`config.mk`:
```
export PLATFORM = sky130hd
export DESIGN_NAME = rob_commit_sel
export DESIGN_NICKNAME = d
export VERILOG_FILES = /design/src/rtl/rcs_pkg.sv /design/src/rtl/rcs_ready_chain.sv /design/src/rtl/rcs_thread_pick.sv /design/src/rtl/rcs_slot_limit.sv /design/src/rtl/rob_commit_sel.sv
export SDC_FILE = /design/constraint.sdc
export NUM_CORES = 2
export LEC_CHECK = 0
export BUFFER_PORTS_ARGS = -buffer_cell sky130_fd_sc_hd__buf_4
export CORE_MARGIN = 5
export CORE_UTILIZATION = 25
export DETAILED_ROUTE_END_ITERATION = 8
export GPL_ROUTABILITY_DRIVEN = 0
export GPL_TIMING_DRIVEN = 0
export MAX_ROUTING_LAYER = met4
export PLACE_DENSITY_LB_ADDON = 0.05
export SLEW_MARGIN = 5
export SYNTH_ARGS = -nofsm -noshare
export SYNTH_HDL_FRONTEND = slang
export SYNTH_SLANG_ARGS = --single-unit
```
`constraint.sdc`:
```
create_clock -name clk -period 54.3 [get_ports clk]
set_input_delay 5.43 -clock clk [delete_from_list [all_inputs] [get_ports clk]]
set_output_delay 5.43 -clock clk [all_outputs]
set_load 0.05 [all_outputs]
```
`src/rtl/rcs_pkg.sv`:
```
package rcs_pkg;
  typedef enum logic [1:0] {
    MODE_ALL    = 2'd0,
    MODE_ROTATE = 2'd1,
    MODE_OLDEST = 2'd2,
    MODE_ALT    = 2'd3
  } mode_e;
endpackage

```
`src/rtl/rcs_ready_chain.sv`:
```
// Per-slot eligibility: completed and not behind an unfinished slot of the same thread.
module rcs_ready_chain #(
  parameter int N  = 16,
  parameter int TW = 2,
  parameter int AW = 8
) (
  input  logic [N-1:0]    valid,
  input  logic [N*TW-1:0] tid,
  input  logic [N*AW-1:0] age,
  input  logic [N-1:0]    done,
  output logic [N-1:0]    elig
);
  for (genvar i = 0; i < N; i++) begin : g_slot
    logic stalled;
    always_comb begin
      stalled = 1'b0;
      for (int j = 0; j < N; j++) begin
        if (j != i && valid[j] && !done[j] &&
            tid[j*TW +: TW] == tid[i*TW +: TW] &&
            age[j*AW +: AW] < age[i*AW +: AW])
          stalled = 1'b1;
      end
    end
    assign elig[i] = valid[i] & done[i] & ~stalled;
  end
endmodule

```
`src/rtl/rcs_thread_pick.sv`:
```
// Chooses the single thread served in the reduced-complexity modes.
module rcs_thread_pick #(
  parameter int N  = 16,
  parameter int T  = 4,
  parameter int TW = 2,
  parameter int AW = 8
) (
  input  logic                 clk,
  input  logic                 rst_n,
  input  rcs_pkg::mode_e       mode,
  input  logic [N-1:0]         elig,
  input  logic [N*TW-1:0]      tid,
  input  logic [N*AW-1:0]      age,
  output logic [TW-1:0]        turn,
  output logic [TW-1:0]        sel_tid,
  output logic                 one_thread
);
  import rcs_pkg::*;
  localparam logic [TW-1:0] LAST = TW'(T - 1);

  logic [N-1:0]  first;
  logic [TW-1:0] oldest_tid;

  for (genvar i = 0; i < N; i++) begin : g_first
    logic beaten;
    always_comb begin
      beaten = 1'b0;
      for (int j = 0; j < N; j++)
        if (j != i && elig[j] && age[j*AW +: AW] < age[i*AW +: AW])
          beaten = 1'b1;
    end
    assign first[i] = elig[i] & ~beaten;
  end

  always_comb begin
    oldest_tid = '0;
    for (int i = 0; i < N; i++)
      if (first[i]) oldest_tid = oldest_tid | tid[i*TW +: TW];
  end

  always_ff @(posedge clk) begin
    if (!rst_n)
      turn <= '0;
    else if (mode == MODE_ROTATE)
      turn <= (turn == LAST) ? '0 : turn + 1'b1;
  end

  always_comb begin
    case (mode)
      MODE_ROTATE: begin sel_tid = turn;       one_thread = 1'b1; end
      MODE_OLDEST: begin sel_tid = oldest_tid; one_thread = 1'b1; end
      default:     begin sel_tid = '0;         one_thread = 1'b0; end
    endcase
  end
endmodule

```
`src/rtl/rcs_slot_limit.sv`:
```
// Keeps the W oldest candidates and counts them.
module rcs_slot_limit #(
  parameter int N  = 16,
  parameter int W  = 8,
  parameter int AW = 8
) (
  input  logic [N-1:0]              cand,
  input  logic [N*AW-1:0]           age,
  output logic [N-1:0]              take,
  output logic [$clog2(W+1)-1:0]    count
);
  localparam int CW = $clog2(N + 1);
  localparam int KW = $clog2(W + 1);
  localparam logic [CW-1:0] LIMIT = CW'(W);

  for (genvar i = 0; i < N; i++) begin : g_rank
    logic [CW-1:0] rank;
    always_comb begin
      rank = '0;
      for (int j = 0; j < N; j++)
        if (j != i && cand[j] && age[j*AW +: AW] < age[i*AW +: AW])
          rank = rank + 1'b1;
    end
    assign take[i] = cand[i] && (rank < LIMIT);
  end

  always_comb begin
    count = '0;
    for (int i = 0; i < N; i++)
      count = count + KW'(take[i]);
  end
endmodule

```
`src/rtl/rob_commit_sel.sv`:
```
module rob_commit_sel #(
  parameter int N  = 16,
  parameter int T  = 4,
  parameter int W  = 8,
  parameter int AW = 8
) (
  input  logic                          clk,
  input  logic                          rst_n,
  input  logic [1:0]                    mode,
  input  logic [N-1:0]                  ent_valid,
  input  logic [N*$clog2(T)-1:0]        ent_tid,
  input  logic [N*AW-1:0]               ent_age,
  input  logic [N-1:0]                  ent_done,
  output logic [N-1:0]                  retire,
  output logic [$clog2(W+1)-1:0]        retire_count,
  output logic [$clog2(T)-1:0]          rr_turn
);
  localparam int TW = $clog2(T);

  rcs_pkg::mode_e mode_q;
  logic [N-1:0]   elig;
  logic [N-1:0]   cand;
  logic [TW-1:0]  sel_tid;
  logic           one_thread;

  assign mode_q = rcs_pkg::mode_e'(mode);

  rcs_ready_chain #(.N(N), .TW(TW), .AW(AW)) u_chain (
    .valid(ent_valid), .tid(ent_tid), .age(ent_age), .done(ent_done), .elig(elig)
  );

  rcs_thread_pick #(.N(N), .T(T), .TW(TW), .AW(AW)) u_pick (
    .clk(clk), .rst_n(rst_n), .mode(mode_q), .elig(elig), .tid(ent_tid),
    .age(ent_age), .turn(rr_turn), .sel_tid(sel_tid), .one_thread(one_thread)
  );

  for (genvar i = 0; i < N; i++) begin : g_filter
    assign cand[i] = elig[i] & (~one_thread | (ent_tid[i*TW +: TW] == sel_tid));
  end

  rcs_slot_limit #(.N(N), .W(W), .AW(AW)) u_limit (
    .cand(cand), .age(ent_age), .take(retire), .count(retire_count)
  );
endmodule

```
# Word-level counts from Yosys, hierarchy flattened

Cells that the tools add are included.

Register bits after elaboration: 2
Bits of input ports: 196
Output and inout port bits: 22
Word-level logic and storage cells: 2,632

$add $sub $neg: 240
Magnitude comparators: 256
Eq/ne operators: 259
Multiplexer cells: 739
Bitwise operators: 128
Reduce and logical (&&, ||, !) cells: 1,009

Operators with widths:

| operator                                                                     | number |
|---|---|
| 8-bit less-than comparator                                                   | 240 |
| 5-bit by 1-bit adder with 5-bit output, second input constant                | 224 |
| 5-bit 2-to-1 mux                                                             | 224 |
| 1-bit logical AND                                                            | 992 |
| 2-bit equality test                                                          | 256 |
| 1-bit 2-to-1 mux                                                             | 497 |
| 5-bit by 4-bit less-than comparator with 1-bit output, second input constant | 16 |
| 1-bit AND                                                                    | 64 |
| 4-bit by 1-bit adder with 4-bit output                                       | 14 |
| 2-bit 2-to-1 mux                                                             | 17 |
| 1-bit inverter                                                               | 33 |
| 2-bit bitwise OR                                                             | 15 |
| 1-bit logical NOT                                                            | 16 |
| 1-bit bitwise OR                                                             | 16 |
| 2-bit equality test, second input constant                                   | 2 |
| 2-bit case mux with 2 select lines                                           | 1 |
| 1-bit by 1-bit adder with 2-bit output                                       | 1 |
| 2-bit by 1-bit adder with 2-bit output, second input constant                | 1 |
| 2-bit by 1-bit equality test with 1-bit output, second input constant        | 1 |
| 2-bit OR reduction                                                           | 1 |

# Depth between registers and ports, before layout

Depth in word-level cells: 121
Gate-level depth with buffers: 81

# Hierarchy

From an unflattened synthesis, not the netlist that was laid out.

Cells, all modules: 11,709
Area, all modules: 92,730.2 µm²

Modules (own cells, without submodules):

| module          | times used | cells each | area an instance (µm²) | sequential area each (µm²) |
|---|---|---|---|---|
| rcs_slot_limit  | 1          | 5,638      | 43,993.4               | 0.0 |
| rcs_ready_chain | 1          | 3,142      | 25,162.9               | 0.0 |
| rcs_thread_pick | 1          | 2,860      | 23,045.9               | 40.0 |
| rob_commit_sel  | 1          | 69         | 528.0                  | 0.0 |

# Worst setup path before layout

Ideal clock, no wire load.

Path type: input port to output port
From: input ent_age[17]
To: output retire_count[2]
Arrival time: 22.235 ns
Slack: 26.635 ns
Stages: 79
Cells stage by stage: inv_1 > ha_1 > nor2b_1 > o211ai_1 > a21oi_1 > a2111oi_2 > nor2_1 > a2111oi_4 > and3_1 > buf_2 > buf_2 > a22oi_1 > nand3_1 > a211oi_1 > a32o_1 > a211o_1 > o311ai_2 > buf_6 > [... 43 more ...] > mux2_2 > o22ai_1 > nand4b_1 > or3_1 > mux2i_1 > fa_1 > inv_1 > fa_1 > fa_1 > inv_1 > fa_1 > inv_1 > fa_1 > inv_1 > ha_1 > inv_1 > fa_1 > xnor2_1

Word-level cells in the longest chain between the ends: 118
Elaborated cells between the ends (all ways): 1,647

RTL lines:

| element                                                   | line                                                               | RTL |
|---|---|---|
| start: declaration                                        | rob_commit_sel.sv:12                                               | `input logic [N*AW-1:0] ent_age,` |
| 8-bit less-than comparator, on equally long branches      | rcs_ready_chain.sv:20, rcs_thread_pick.sv:29, rcs_slot_limit.sv:21 |  |
| 1-bit logical AND                                         | rcs_ready_chain.sv:19                                              | `tid[j*TW +: TW] == tid[i*TW +: TW] &&` |
| 1-bit 2-to-1 mux (14 in series)                           | rcs_ready_chain.sv:18                                              | `if (j != i && valid[j] && !done[j] &&` |
| 1-bit inverter or 1-bit 2-to-1 mux (tied branches)        | rcs_ready_chain.sv:24, rcs_ready_chain.sv:18                       |  |
| 1-bit AND or 1-bit inverter (tied branches)               | rcs_ready_chain.sv:24                                              | `assign elig[i] = valid[i] & done[i] & ~stalled;` |
| 1-bit logical AND or 1-bit AND (tied branches)            | rcs_thread_pick.sv:29, rcs_ready_chain.sv:24                       |  |
| 1-bit 2-to-1 mux or 1-bit logical AND (tied branches)     | rcs_thread_pick.sv:29                                              | `if (j != i && elig[j] && age[j*AW +: AW] < age[i*AW +: AW])` |
| 1-bit 2-to-1 mux (14 in series)                           | rcs_thread_pick.sv:29                                              |  |
| [... 64 more ...]                                         | -                                                                  |  |
| 5-bit 2-to-1 mux                                          | rcs_slot_limit.sv:21                                               | `if (j != i && cand[j] && age[j*AW +: AW] < age[i*AW +: AW])` |
| 5-bit by 1-bit adder with 5-bit output                    | rcs_slot_limit.sv:22                                               | `rank = rank + 1'b1;` |
| 5-bit 2-to-1 mux                                          | rcs_slot_limit.sv:21                                               |  |
| 5-bit by 4-bit less-than comparator with 1-bit output     | rcs_slot_limit.sv:24                                               | `assign take[i] = cand[i] && (rank < LIMIT);` |
| 1-bit logical AND (*)                                     | rcs_slot_limit.sv:24                                               |  |
| net retire[1]                                             | rob_commit_sel.sv:14                                               | `output logic [N-1:0] retire,` |
| 1-bit by 1-bit adder with 2-bit output (*)                | rcs_slot_limit.sv:30                                               | `count = count + KW'(take[i]);` |
| 4-bit by 1-bit adder with 4-bit output (*) (14 in series) | rcs_slot_limit.sv:30                                               |  |
| end: declaration                                          | rob_commit_sel.sv:15                                               | `output logic [$clog2(W+1)-1:0] retire_count,` |

Mark *: on every way through the listed nets, which the timed path passes. The rest lies on a longest branch.

# Final worst setup path

From: input ent_age[7]
To: output retire_count[2]

Word-level cells in the longest chain between the ends: 119
Elaborated cells between the ends (all ways): 1,675

RTL lines:

| element                                               | line                                                               | RTL |
|---|---|---|
| 8-bit less-than comparator                            | rcs_ready_chain.sv:20, rcs_thread_pick.sv:29, rcs_slot_limit.sv:21 |  |
| 1-bit logical AND                                     | rcs_ready_chain.sv:19                                              |  |
| 1-bit 2-to-1 mux (15 in series)                       | rcs_ready_chain.sv:18                                              |  |
| 1-bit inverter                                        | rcs_ready_chain.sv:24                                              |  |
| 1-bit AND                                             | rcs_ready_chain.sv:24                                              |  |
| 1-bit logical AND                                     | rcs_thread_pick.sv:29                                              |  |
| 1-bit 2-to-1 mux (15 in series)                       | rcs_thread_pick.sv:29                                              |  |
| 1-bit inverter                                        | rcs_thread_pick.sv:32                                              | `assign first[i] = elig[i] & ~beaten;` |
| [... 63 more ...]                                     | -                                                                  |  |
| 5-bit 2-to-1 mux                                      | rcs_slot_limit.sv:21                                               |  |
| 5-bit by 1-bit adder with 5-bit output                | rcs_slot_limit.sv:22                                               |  |
| 5-bit 2-to-1 mux                                      | rcs_slot_limit.sv:21                                               |  |
| 5-bit by 4-bit less-than comparator with 1-bit output | rcs_slot_limit.sv:24                                               |  |
| 1-bit logical AND                                     | rcs_slot_limit.sv:24                                               |  |
| 1-bit by 1-bit adder with 2-bit output                | rcs_slot_limit.sv:30                                               |  |
| 4-bit by 1-bit adder with 4-bit output (13 in series) | rcs_slot_limit.sv:30                                               |  |
| 4-bit by 1-bit adder with 4-bit output (*)            | rcs_slot_limit.sv:30                                               |  |

Mark *: on every way between the ends. The rest lies on a longest branch, timed or not.

==> impl_metrics.ini <==
[timing]
max_freq_mhz = 29.6
setup_viol = 0
whs_ns = 0.670
fin_tns_setup_ns = 0
post-route-period-util = 0.623
rsz0062_at_grt = no
worst_pin_slew_ns = 1.69
hold_violations = 0
period_minus_slack_ns = 33.81
slew_headroom = -0.136
fin_skew_ns = 0.00149
slew_violations = 72

[place]
dpl_cell_area_sq_um = 56600
portBuffers = 189
dpl.hpwl_microns = 294000

[grt]
grtUsageTotal = 0.325
grt_pass1_vias = 55266
grt_pass1_wl_microns = 474000
overflow = 0
grt_max_degree = 16
grt_antenna_before_repair = 50

[yosys]
async_reset_ff_frac = 0
synth_top_area_frac = 0.288
synth-main-ff-cell = dfxtp_1
synth_most_common_cell = ha_1
synthTopCellsByArea = ha_1 29%, xnor2_1 7.8%, a21oi_1 6.1%
ys_warn_count = 0
post_synth.cell_area_avg_sq_um = 7.40
yosys-top-cells-count = 1177 x ha_1, 626 x a21oi_1, 616 x nand2_1
syn_inst = 6915
synth_seq_cells = 2
synth_nets = 8298
syn-cell-area_sq_um = 51100
ys_types = 134
synth_top_cell_by_area = ha_1
synth-seq-area-share = 0.000783
synth_edf_count = 0

[setup_path]
start_kind = primary input
cpPeakStageDelay_ns = 1.40
reg2regPathDepth = 3
r2r_end = u_pick.turn[1]
worstPathArrival_ns = 28.38
end_kind = output pin
path_class = primary input to output pin
rrSetupSlack_ns = 53.16
cp_max_fo = 15
cp.required_ns = 48.87
rr_startpoint = u_pick.turn[0]
crit_slowest_cell = nor4_1
path_common_cell = ha_1

[clock_tree]
clock-sinks = 2
cts_setup_buffers = 0
numCtsBuffers = 3
cts_hold_repair.buffers = 0
cts_root_buf = clkbuf_16
cts_tree = built
clk_latency_ns = 0.22
ctsResizeCount = 0
htreeDepth = 1
clkSlewWorstSetupHoldPaths_ns = 0.03
clockBufferDepth = 2

[finish]
largest_register_ffs = 2
fin_nets = 8527
area_delta_synth_final_pct = 11.0
top_register = u_pick.turn
fillers = 22334
largestRegisters = u_pick.turn: 2 flops
drive_gt1_frac = 0.0851
postLayoutCellArea_sq_um = 56800

[routing]
postRouteAntennaNets = 0
totalWireLength_microns = 358000
num_vias = 60081
routedWlPerCell_microns = 36.3
dr.pass1.iters = 9
avgViaCountPerCell = 6.08
drc_errors = 0
drt-initial-drc-count = 7801

[floorplan]
core-area_sq_um = 204000
dieArea_sq_um = 214000
placementRows = 166
die_w_microns = 462
initial_core_util = 0.251
die_y_microns = 462
io_pins = 218

[power]
power-per-cell-area_nw_per_um2 = 15.2
leakagePower_nw = 24.1
peakVddDrop_mv = 0.0101

[job]
cap_viol_max_count = 16

[hold_path]
hold_depth = 2
hold_start = u_pick.turn[1]
hold_class = flop to flop
worstHoldEndpoint = u_pick.turn[1]

[status]
run_status = finished, violations left
violations = max-capacitance violations, max-slew violations
## cells in the final DEF, fill, tap and decap left out, types with 162 or more instances in the layout
cell	instances
a21oi_1	625
buf_4	256
ha_1	1177
inv_1	322
nand2_1	616
nand3_1	200
nand4_1	347
nor2_1	531
nor2b_1	169
nor3_1	162
o21ai_0	254
xnor2_1	456
xor2_1	220
## area by class of cell
class / instances / area (sq um) / share of cell area
diodes: 44 / 110 / 0.00194
plain buffers: 201 / 1100 / 0.0194
clock buffers: 3 / 75.1 / 0.00132
inverters: 328 / 1230 / 0.0217
multi-input cells: 6384 / 49100 / 0.865
flip-flops and latches: 2 / 40.0 / 0.000705
well taps: 2688 / 3360 / 0.0592
repair buffers: 224 / 1760 / 0.0311
## how the worst max path moves through the flow
stage	from	endpoint	slack, ns
3_3_place_gp	ent_age[33]	retire_count[2]	20.07
3_5_place_dp	ent_age[9]	retire_count[2]	21.59
6_report	ent_age[7]	retire_count[2]	20.49
5_1_grt	ent_age[1]	retire_count[2]	20.52
4_1_cts	ent_age[9]	retire_count[2]	21.51
2_1_floorplan	ent_age[17]	retire_count[2]	26.63
## report_power, final
group | total, mW | switching, mW | internal, mW | leakage (nW)
Sequential | 0.00180 | 0.000234 | 0.00157 | 0.0164
Combinational | 0.851 | 0.587 | 0.264 | 24.0
Clock | 0.0110 | 0.00164 | 0.00936 | 0.0373
Total | 0.864 | 0.589 | 0.275 | 24.1
## per-stage QoR
stage,instances,util,power [mW],setup WS (ns)
floorplan,6915,-,0.499,26.63
global placement,9792,0.274,0.805,20.07
CTS,9829,0.277,0.836,21.51
global route,9856,0.278,0.916,20.52
detailed placement,9826,0.277,0.820,21.59
finish,9874,0.278,0.864,20.49
## routing by layer
metal	GRT usage	vias up	wire (microns)
li1	-	26543	-
met1	0.410	29269	153000
met5	-	-	0
met2	0.469	3416	145000
met3	0.0886	853	34400
met4	0.176	0	25600
## worst max-delay path: cells and delay by family
family | cells | cell delay [ns]
and+or+nand+nor | 20 | 6.29
adders and majority gates | 19 | 6.72
muxes | 3 | 1.10
xor gates and xnor gates | 4 | 1.09
AOI/OAI and AO/OA | 15 | 4.61
buffers and inverters | 15 | 3.10
## logic make-up after synthesis
family	synth area share
muxes	0.0206
and+or+nand+nor	0.272
AOI/OAI and AO/OA	0.210
DFF	0.000783
adders and majority gates	0.293
xor gates and xnor gates	0.158
buffers and inverters	0.0454
No activity file was read; power rests on OpenSTA's default activity.
